## src/rtl/cfg_xlate_pkg.sv

```systemverilog
package cfg_xlate_pkg;
  localparam int ADDR_W     = 32;
  localparam int HALF_W     = 16;
  localparam int OFF_BIT    = 16;
  localparam int SEL_LSB    = 11;
  localparam int SEL_W      = ADDR_W - SEL_LSB;
  localparam int DEV_W      = 5;
  localparam int FN_LSB     = 8;
  localparam int FN_W       = 3;
  localparam int REG_LSB    = 2;
  localparam int REG_W      = FN_LSB - REG_LSB;
  localparam int BUS_W      = 8;
  localparam int PAD_W      = ADDR_W - 1 - BUS_W - DEV_W - FN_W - REG_W - REG_LSB;

  typedef enum logic [1:0] {
    SZ_BYTE = 2'd0,
    SZ_HALF = 2'd1,
    SZ_WORD = 2'd2,
    SZ_RSVD = 2'd3
  } acc_size_e;

  typedef struct packed {
    logic              misalign;
    logic              window_off;
    logic              sel_zero;
    logic [ADDR_W-1:0] cfg_addr;
  } decode_t;

  function automatic logic [ADDR_W-1:0] width_mask(input logic [1:0] sz);
    case (sz)
      SZ_BYTE: width_mask = ADDR_W'(32'h0000_00FF);
      SZ_HALF: width_mask = ADDR_W'(32'h0000_FFFF);
      default: width_mask = '1;
    endcase
  endfunction
endpackage

```

## src/rtl/cfg_tz_index.sv

```systemverilog
module cfg_tz_index #(
  parameter int W     = 21,
  parameter int IDX_W = 5
) (
  input  logic [W-1:0]     vec,
  output logic [IDX_W-1:0] idx,
  output logic             none
);
  always_comb begin
    idx  = '0;
    none = 1'b1;
    for (int i = W - 1; i >= 0; i--) begin
      if (vec[i]) begin
        idx  = IDX_W'(i);
        none = 1'b0;
      end
    end
  end
endmodule

```

## src/rtl/cfg_decode.sv

```systemverilog
module cfg_decode
  import cfg_xlate_pkg::*;
(
  input  logic [ADDR_W-1:0] addr,
  input  logic [1:0]        size,
  input  logic [ADDR_W-1:0] map,
  input  logic [BUS_W-1:0]  bus,
  output decode_t           dec
);
  logic [ADDR_W-1:0] inter;
  logic [SEL_W-1:0]  sel;
  logic [DEV_W-1:0]  dev;
  logic              none;
  logic              unused_bits;

  assign inter = {map[HALF_W-1:0], addr[HALF_W-1:0]};
  assign sel   = inter[ADDR_W-1:SEL_LSB];
  assign unused_bits = ^{map[ADDR_W-1:OFF_BIT+1], addr[ADDR_W-1:HALF_W]};

  cfg_tz_index #(.W(SEL_W), .IDX_W(DEV_W)) u_tz (
    .vec  (sel),
    .idx  (dev),
    .none (none)
  );

  always_comb begin
    dec.misalign   = 1'b0;
    case (size)
      SZ_BYTE: dec.misalign = 1'b0;
      SZ_HALF: dec.misalign = addr[0];
      SZ_WORD: dec.misalign = |addr[1:0];
      default: dec.misalign = 1'b1;
    endcase
    dec.window_off = map[OFF_BIT];
    dec.sel_zero   = none;
    dec.cfg_addr   = {1'b1, {PAD_W{1'b0}}, bus, dev,
                      inter[FN_LSB+FN_W-1:FN_LSB],
                      inter[FN_LSB-1:REG_LSB], {REG_LSB{1'b0}}};
  end
endmodule

```

## src/rtl/cfg_ctrl.sv

```systemverilog
module cfg_ctrl
  import cfg_xlate_pkg::*;
(
  input  logic              clk,
  input  logic              rst_n,
  input  logic              req_valid,
  input  logic              req_write,
  input  logic [1:0]        req_size,
  input  logic [ADDR_W-1:0] req_wdata,
  input  decode_t           dec,
  output logic              req_ready,
  output logic              rsp_valid,
  output logic [ADDR_W-1:0] rsp_rdata,
  output logic              err,
  output logic              clr_abort,
  output logic              ds_valid,
  output logic              ds_write,
  output logic [1:0]        ds_size,
  output logic [ADDR_W-1:0] ds_addr,
  output logic [ADDR_W-1:0] ds_wdata,
  input  logic              ds_ack,
  input  logic [ADDR_W-1:0] ds_rdata
);
  typedef enum logic {ST_IDLE = 1'b0, ST_WAIT = 1'b1} state_e;

  state_e            state_q, state_d;
  logic              write_q;
  logic [1:0]        size_q;
  logic [ADDR_W-1:0] addr_q, wdata_q;
  logic              clr_q, clr_d;
  logic              rsp_v_q, rsp_v_d;
  logic              err_q, err_d;
  logic [ADDR_W-1:0] rdata_q, rdata_d;
  logic              accept, load_cmd;

  assign accept = req_valid && (state_q == ST_IDLE);

  always_comb begin
    state_d  = state_q;
    load_cmd = 1'b0;
    clr_d    = 1'b0;
    rsp_v_d  = 1'b0;
    err_d    = 1'b0;
    rdata_d  = rdata_q;
    if (accept) begin
      if (dec.misalign || (!dec.window_off && dec.sel_zero)) begin
        rsp_v_d = 1'b1;
        err_d   = 1'b1;
        rdata_d = '0;
      end else if (dec.window_off) begin
        rsp_v_d = 1'b1;
        rdata_d = width_mask(req_size);
      end else begin
        state_d  = ST_WAIT;
        load_cmd = 1'b1;
        clr_d    = 1'b1;
      end
    end
    if ((state_q == ST_WAIT) && ds_ack) begin
      state_d = ST_IDLE;
      rsp_v_d = 1'b1;
      rdata_d = ds_rdata & width_mask(size_q);
    end
  end

  always_ff @(posedge clk or negedge rst_n) begin
    if (!rst_n) begin
      state_q <= ST_IDLE;
      clr_q   <= 1'b0;
      rsp_v_q <= 1'b0;
      err_q   <= 1'b0;
    end else begin
      state_q <= state_d;
      clr_q   <= clr_d;
      rsp_v_q <= rsp_v_d;
      err_q   <= err_d;
    end
  end

  always_ff @(posedge clk or negedge rst_n) begin
    if (!rst_n) begin
      write_q <= 1'b0;
      size_q  <= '0;
      addr_q  <= '0;
      wdata_q <= '0;
    end else if (load_cmd) begin
      write_q <= req_write;
      size_q  <= req_size;
      addr_q  <= dec.cfg_addr;
      wdata_q <= req_wdata;
    end
  end

  always_ff @(posedge clk or negedge rst_n) begin
    if (!rst_n) begin
      rdata_q <= '0;
    end else if (rsp_v_d) begin
      rdata_q <= rdata_d;
    end
  end

  assign req_ready = (state_q == ST_IDLE);
  assign ds_valid  = (state_q == ST_WAIT);
  assign ds_write  = write_q;
  assign ds_size   = size_q;
  assign ds_addr   = addr_q;
  assign ds_wdata  = wdata_q;
  assign clr_abort = clr_q;
  assign rsp_valid = rsp_v_q;
  assign err       = err_q;
  assign rsp_rdata = rdata_q;

  assert_busy_not_ready_R9: assert property (@(posedge clk) disable iff (!rst_n)
    ds_valid |-> !req_ready);
  assert_cmd_held_R9: assert property (@(posedge clk) disable iff (!rst_n)
    (ds_valid && !ds_ack) |=> (ds_valid && $stable(ds_addr) && $stable(ds_wdata)));
  assert_clear_single_R7: assert property (@(posedge clk) disable iff (!rst_n)
    clr_abort |=> !clr_abort);
  assert_clear_with_issue_R7: assert property (@(posedge clk) disable iff (!rst_n)
    clr_abort |-> ds_valid);
  assert_reject_resp_R12: assert property (@(posedge clk) disable iff (!rst_n)
    err |-> (rsp_valid && (rsp_rdata == '0) && !ds_valid));
  assert_ack_resp_R11: assert property (@(posedge clk) disable iff (!rst_n)
    (ds_valid && ds_ack) |=> (rsp_valid && !ds_valid && req_ready));
  assert_enable_bit_R5: assert property (@(posedge clk) disable iff (!rst_n)
    ds_valid |-> (ds_addr[ADDR_W-1] && (ds_addr[1:0] == 2'b00)));
endmodule

```

## src/rtl/cfg_xlate_top.sv

```systemverilog
module cfg_xlate_top
  import cfg_xlate_pkg::*;
(
  input  logic        clk,
  input  logic        rst_n,
  input  logic        req_valid,
  output logic        req_ready,
  input  logic        req_write,
  input  logic [1:0]  req_size,
  input  logic [31:0] req_addr,
  input  logic [31:0] req_wdata,
  input  logic [31:0] map_reg,
  input  logic [7:0]  bus_num,
  output logic        rsp_valid,
  output logic [31:0] rsp_rdata,
  output logic        err,
  output logic        clr_abort,
  output logic        ds_valid,
  output logic        ds_write,
  output logic [1:0]  ds_size,
  output logic [31:0] ds_addr,
  output logic [31:0] ds_wdata,
  input  logic        ds_ack,
  input  logic [31:0] ds_rdata
);
  decode_t dec;

  cfg_decode u_decode (
    .addr (req_addr),
    .size (req_size),
    .map  (map_reg),
    .bus  (bus_num),
    .dec  (dec)
  );

  cfg_ctrl u_ctrl (
    .clk       (clk),
    .rst_n     (rst_n),
    .req_valid (req_valid),
    .req_write (req_write),
    .req_size  (req_size),
    .req_wdata (req_wdata),
    .dec       (dec),
    .req_ready (req_ready),
    .rsp_valid (rsp_valid),
    .rsp_rdata (rsp_rdata),
    .err       (err),
    .clr_abort (clr_abort),
    .ds_valid  (ds_valid),
    .ds_write  (ds_write),
    .ds_size   (ds_size),
    .ds_addr   (ds_addr),
    .ds_wdata  (ds_wdata),
    .ds_ack    (ds_ack),
    .ds_rdata  (ds_rdata)
  );
endmodule

```

## config.mk

```make
export PLATFORM = sky130hd
export DESIGN_NAME = cfg_xlate_top
export DESIGN_NICKNAME = d
export VERILOG_FILES = /design/src/rtl/cfg_xlate_pkg.sv /design/src/rtl/cfg_tz_index.sv /design/src/rtl/cfg_decode.sv /design/src/rtl/cfg_ctrl.sv /design/src/rtl/cfg_xlate_top.sv
export SDC_FILE = /design/constraint.sdc
export NUM_CORES = 1
export LEC_CHECK = 0
export BUFFER_PORTS_ARGS = -buffer_cell sky130_fd_sc_hd__buf_2
export CORE_UTILIZATION = 40
export DETAILED_ROUTE_END_ITERATION = 16
export PLACE_DENSITY = 0.77
export SKIP_CTS_REPAIR_TIMING = 1
export SLEW_MARGIN = 0
export SYNTH_ARGS = -nofsm -noshare
export SYNTH_HDL_FRONTEND = slang
export SYNTH_SLANG_ARGS = --single-unit
```

## constraint.sdc

```tcl
create_clock -name clk -period 2.35 [get_ports clk]
set_input_delay 0.1175 -clock clk [delete_from_list [all_inputs] [get_ports clk]]
set_output_delay 0.1175 -clock clk [all_outputs]
set_load 0.05 [all_outputs]
```

==> results of run 1 <==
stage by stage:
| step | worst slack, ps | std cells | hold WS (ps) |
|---|---|---|---|
| after global routing | 5.05 | 829 | 6.84 |
| after CTS | 245 | 771 | -267 |
| after global placement | 205 | 756 | 122 |
| after detailed placement | 136 | 756 | 135 |
| final | 217 | 829 | 0.346 |
| after floorplan | 173 | 440 | -178 |
registers in the layout (all words and copies together), names as in the netlist:
| signal | flops |
|---|---|
| u_ctrl.ds_write | 1 |
| u_ctrl.rsp_valid | 1 |
| u_ctrl.ds_size | 2 |
| u_ctrl.ds_addr | 23 |
| u_ctrl.rsp_rdata | 32 |
| u_ctrl.ds_wdata | 32 |
| u_ctrl.err | 1 |
| u_ctrl.clr_abort | 1 |
| u_ctrl.ds_valid | 1 |
per-layer routing:
| layer | routed length [microns] | vias to the layer above | share of wire (%) |
|---|---|---|---|
| met1 | 4680 | 1897 | 41 |
| met3 | 594 | 26 | 5.2 |
| li1 | - | 1903 | - |
| met5 | 0 | - | 0 |
| met2 | 5890 | 163 | 51 |
| met4 | 315 | 0 | 2.7 |
cell type report:
| cell class | count | area share (%) |
|---|---|---|
| Clock buffer | 10 | 2.30 |
| Clock inverter | 5 | 0.981 |
| Inverter | 28 | 1.96 |
| Multi-Input combinational cell | 290 | 24.8 |
| Sequential cell | 94 | 39.2 |
| Tap cell | 133 | 2.78 |
| Timing Repair Buffer | 269 | 28.0 |
cells in the mapped netlist, types with 2 or more instances:
library cell	count	area [sq um]
nand2_1	164	616
dfrtp_1	94	2350
a21oi_1	29	145
inv_1	26	97.6
mux2i_1	24	240
buf_2	12	60.1
buf_4	11	82.6
nor2_1	11	41.3
a221o_1	8	80.1
nor3_1	6	30.0
nor4_1	4	25.0
o21ai_0	4	20.0
nand3_1	3	15.0
o31ai_1	3	22.5
buf_12	2	40.0
nor2b_1	2	12.5
o21bai_1	2	15.0
or4_1	2	15.0
critical path: cells and delay by family (launching register included):
| family | cells | cell delay [ps] |
|---|---|---|
| AOI/OAI and AO/OA | 1 | 460 |
| buffers and inverters | 2 | 780 |
| DFF | 1 | 430 |
| and+or+nand+nor | 3 | 370 |
power by group through the flow:
stage	Clock [W]	Combinational [W]	Sequential [W]
after CTS	0.00111	0.00207	0.00208
after global routing	0.00120	0.00226	0.00212
final	0.00109	0.00215	0.00209
after detailed placement	0	0.00207	0.00211
after global placement	0	0.00204	0.00209
after floorplan	0	0.000440	0.00319
logic make-up (layout without fill, tap and decap cells):
group	after synthesis	in the layout	synth area share, %
simple gates	203	203	20.7
flops	94	94	56.9
buf+inv	56	312	7.96
compound gates	54	54	8.51
mux	24	24	5.81
other cells	1	9	0.0907
how the worst min path moves through the flow:
stage / endpoint / slack (ps) / from
finish: u_ctrl.rsp_rdata[5] / 0.3 / ds_rdata[5]
global route: u_ctrl.rsp_rdata[3] / 7 / ds_rdata[3]
CTS: u_ctrl.ds_wdata[21] / -270 / rst_n
detailed placement: u_ctrl.ds_wdata[21] / 140 / rst_n
global placement: u_ctrl.ds_wdata[19] / 120 / rst_n
floorplan: u_ctrl.clr_abort / -180 / rst_n
==> results.txt, run 1 <==
number of global-route vias before repair -> 3553
Worst-path clk slew -> 90 ps
Synth Flop Type -> dfrtp_1
Hold Path Stages -> 2
post-route cell area -> 0.00599 sq mm
met3 Usage GRT -> 3.08%
number of clock buffers inserted by TritonCTS -> 9
total power -> 0.00532 W
leakage power total -> 3.30 nW
post-route ant nets -> 0
Max FO, Critical Path -> 55
Area growth, synth to finish -> 45.0%
Most Crowded Layer GR -> met2
Clock Latency Late Sink -> 360 ps
critical path's slowest cell -> inv_2
number of I/O pins -> 247
I/O Buffers -> 206
Vias -> 3989
Initial Utilization -> 41.7%
DIE WIDTH -> 104 microns
CTS H-Tree Depth -> 3
clk_skew -> 11.6 ps
total track usage -> 19.3%
pin count of the biggest net entering global routing -> 63
CTS Buffer Depth -> 2
Via-to-Cell Ratio -> 4.81
first-pass GRT wire length -> 16.7 mm
final wirelength -> 11.5 mm
final hold violation count -> 0
Yosys cell types -> 43
Clk pwr share -> 20.4%
critical path startpoint category -> flop
Reg-to-Reg End -> u_ctrl.ds_wdata[28]
area post-placement -> 0.00522 sq mm
Mapped Cells -> 432
PwrDens -> 888 mW/mm^2
Final period util -> 90.8%
core area -> 0.00991 sq mm
sw frac -> 44.3%
CTS tree -> done
drt first pass iters -> 5
GR Layer Usage met2 -> 34.1%
kind of critical path -> reg -> reg
gpl congestion -> 0.786
Sequential Power Share -> 39.2%
max-cap violation count -> 0
Post-synth EDFFs -> 0
Switch Pwr -> 0.00236 W
Die Ht -> 104 microns
minimum clock period -> 2130 ps
Worst Path Arrival -> 2420 ps
fraction of registers with async set/reset -> 100%
synthesis-stage register bit count -> 94
Placement Rows -> 36
Reg2Reg Setup Slack -> 220 ps
Reg-to-Reg Start -> u_ctrl.ds_valid
Syn Std Cell Area -> 0.00413 sq mm
IR drop worst, VDD -> 443 uV
multi-input logic area -> 0.00148 sq mm
CP Capture Type -> flop
Slew headroom -> 40.8%
commonest non-fill, non-tap cells in the layout -> buf_2, nand2_1, dfrtp_1, dlygate4sd3_1, a21oi_1
Inserted Diodes -> 0
part of the Yosys area used for sequential elements -> 56.9%
synthesized area per cell -> 9.57 sq um
DR DRC count -> 0
GR Util met1 -> 22.8%
final setup fails -> 0
initial antenna violation count -> 0
status -> complete, no violations
Worst setup startpoint -> u_ctrl.ds_valid
Fill cells -> 824
pins over their slew limit -> 0
Setup TNS -> 0 ps
clk sink count -> 94
most frequent cell on the critical path -> nand2_1
Die ar. -> 0.0107 sq mm
Worst-Margin Slew -> 886 ps
crit path cell chain -> inv_1, nand2_1, a2111o_2, inv_2, nand2_1, nand2_1
crit path to -> u_ctrl.ds_wdata[28]
Fmax -> 469 MHz
mean routed wirelength per cell -> 13.8 microns
Reg2Reg Depth -> 6
worst hold path type -> in -> reg
nets -> 835
Combinational Power Share -> 40.4%
global route overflow -> 0
fin util -> 60.5%
root buffer cell -> clkbuf_8
Pint -> 0.00296 W
DR iter-0 viols -> 248
Synth Warn # -> 0
Data required, critical path -> 2640 ps
Reg area -> 0.00235 sq mm
most common cell after layout, fill and taps aside -> buf_2
max incr delay on CP -> 650 ps
RSZ-0062 raised after global routing -> no
layout cells sized above 1 -> 33.8%
DP HPWL -> 7.48 mm
(Power assumes the default switching activity.)
==> inputs of run 2 (changes only) <==
Settings changed: ABC_AREA set to 1.
==> run 2 against run 1 <==
Effect of this change:
- the run now ends with hold timing left
- sequential share of layout area down 0.090 points
- count of clock-buffer cells in the layout up 1
- power up 6.6%
- global-route usage about the same
- combinational power up 9%
- sequential power up 3%
- cell count up 7.1%
- wire length up 0.71%
- design area up 0.23%
- via count up 3.1%
- clock skew down 4.9 ps
- worst setup slack better by 28 ps
==> results.txt, run 2 <==
critical path startpoint category -> flop
part of the Yosys area used for sequential elements -> 57.2%
Die Ht -> 103 microns
Die ar. -> 0.0107 sq mm
Synth Warn # -> 0
first-pass GRT wire length -> 15.8 mm
synthesis-stage register bit count -> 94
failing checks -> hold timing
Initial Utilization -> 41.7%
kind of critical path -> reg -> reg
critical path's slowest cell -> nor2_8
DR iter-0 viols -> 147
post-route ant nets -> 0
Area growth, synth to finish -> 46.1%
synthesized area per cell -> 8.34 sq um
Via-to-Cell Ratio -> 4.63
pin count of the biggest net entering global routing -> 56
most frequent cell after synthesis -> nand2_1
clk sink count -> 94
root buffer cell -> clkbuf_8
PwrDens -> 944 mW/mm^2
pins over their slew limit -> 0
leakage power total -> 3.41 nW
number of global-route vias before repair -> 3541
RSZ-0062 raised after global routing -> no
Synth Flop Type -> dfrtp_1
Data required, critical path -> 2590 ps
Max FO, Critical Path -> 54
CTS tree -> done
Setup TNS -> 0 ps
fin cells -> 888
Fill cells -> 832
CTS H-Tree Depth -> 3
status -> finished with violations
clk_skew -> 6.69 ps
CP Capture Type -> flop
layout cells sized above 1 -> 31.5%
Setup WS pre-CTS -> 165 ps
most frequent cell on the critical path -> nand2_1
commonest non-fill, non-tap cells in the layout -> nand2_1, buf_2, dfrtp_1, dlygate4sd3_1, inv_1
total track usage -> 19.3%
Mapped Cells -> 493
gpl congestion -> 0.840
Vias -> 4112
crit path cell chain -> inv_1, nand2_1, nor2_8, inv_2, buf_12, nand2_1, nand2_1
Worst-path clk slew -> 90 ps
Yosys top cell by area -> dfrtp_1
top post-synthesis cells by count -> nand2_1, dfrtp_1, inv_1
Fin Hold WS -> -6.37 ps
Placement Rows -> 36
number of clock buffers inserted by TritonCTS -> 9
sum of buffers and inverters on the critical path -> 3
Worst Path Arrival -> 2350 ps
Post-synth EDFFs -> 0
I/O Buffers -> 206
Syn Std Cell Area -> 0.00411 sq mm
final wirelength -> 11.6 mm
Clock Latency Late Sink -> 360 ps
number of I/O pins -> 247
CTS Buffer Depth -> 2
final setup fails -> 0
global route overflow -> 0
Slew headroom -> 48.9%
largest cells by area after synthesis -> dfrtp_1, nand2_1, nand3_1
Cells after DPL -> 814
DP HPWL -> 7.48 mm
drt first pass iters -> 5
Inserted Diodes -> 0
initial antenna violation count -> 0
worst hold path type -> in -> reg
nets -> 893
most common cell after layout, fill and taps aside -> nand2_1
crit path setup slack, layout -> 245 ps
core area -> 0.00986 sq mm
DR DRC count -> 0
fraction of registers with async set/reset -> 100%
DIE WIDTH -> 103 microns
post-synth top area share -> 57.2%
minimum clock period -> 2110 ps
final hold violation count -> 2
IR drop worst, VDD -> 525 uV
Fmax -> 475 MHz
critical path's top delay family -> simple AND/OR/NAND/NOR gates
max-cap violation count -> 0
max incr delay on CP -> 590 ps
Final period util -> 89.6%
mean routed wirelength per cell -> 13.0 microns
Worst-Margin Slew -> 758 ps
Yosys cell types -> 28
run 2: layer usage:
layer  GRT usage [%]  routed length [microns]  vias to the layer above
met1            21.9                     4560                     1885
met2            34.3                     5950                      176
met5               0                        0                        -
met4            9.64                      259                        0
li1                -                        -                     2024
met3            4.03                      778                       27
run 2: final timing paths:
kind / start / to / slack (ps) / cells after the start
setup reg to reg: u_ctrl.ds_valid / u_ctrl.ds_wdata[18] / 240 / 7
min in group asynchronous: rst_n / u_ctrl.rsp_rdata[9] / 280 / 2
hold reg to reg: u_ctrl.ds_wdata[4] / u_ctrl.ds_wdata[4] / 480 / 2
max in group asynchronous: rst_n / u_ctrl.rsp_rdata[8] / 1380 / 3
setup / recovery: u_ctrl.ds_valid / u_ctrl.ds_wdata[18] / 240 / 7
hold / removal: ds_rdata[2] / u_ctrl.rsp_rdata[2] / -6 / 3
run 2: layout make-up:
type	instances	area [sq um]	share of cell area, %
Timing Repair Buffer	268	1670	27.8
Multi-Input combinational cell	342	1460	24.3
Tap cell	133	166	2.77
Clock inverter	5	81.3	1.35
Inverter	35	134	2.23
Clock buffer	11	141	2.35
Sequential cell	94	2350	39.2
run 2: cells by family after synthesis:
| logic type | after synthesis | synth area share (%) |
|---|---|---|
| and+or+nand+nor | 296 | 29.0 |
| other | 1 | 0.0912 |
| DFF | 94 | 57.2 |
| buffers and inverters | 65 | 7.91 |
| AOI/OAI and AO/OA | 37 | 5.75 |
run 2: report_power, final:
part / switching [W] / leakage (nW) / internal (W)
sequential: 0.000200 / 1.17 / 0.00196
combinational: 0.00180 / 2.13 / 0.000542
clock: 0.000548 / 0.110 / 0.000631
total: 0.00254 / 3.41 / 0.00313
run 2: worst min-delay path: stages:
cell,delay (ps)
buf_2,80
nand2_1,40
nand3_1,70
run 2: metrics by stage:
stage	power, W	utilization, %	instance area, sq um
final	0.00567	60.9	6010
after global routing	0.00598	60.9	6010
after CTS	0.00564	55.0	5430
after detailed placement	0.00444	52.8	5200
after global placement	0.00440	52.8	5200
after floorplan	0.00384	-	4140
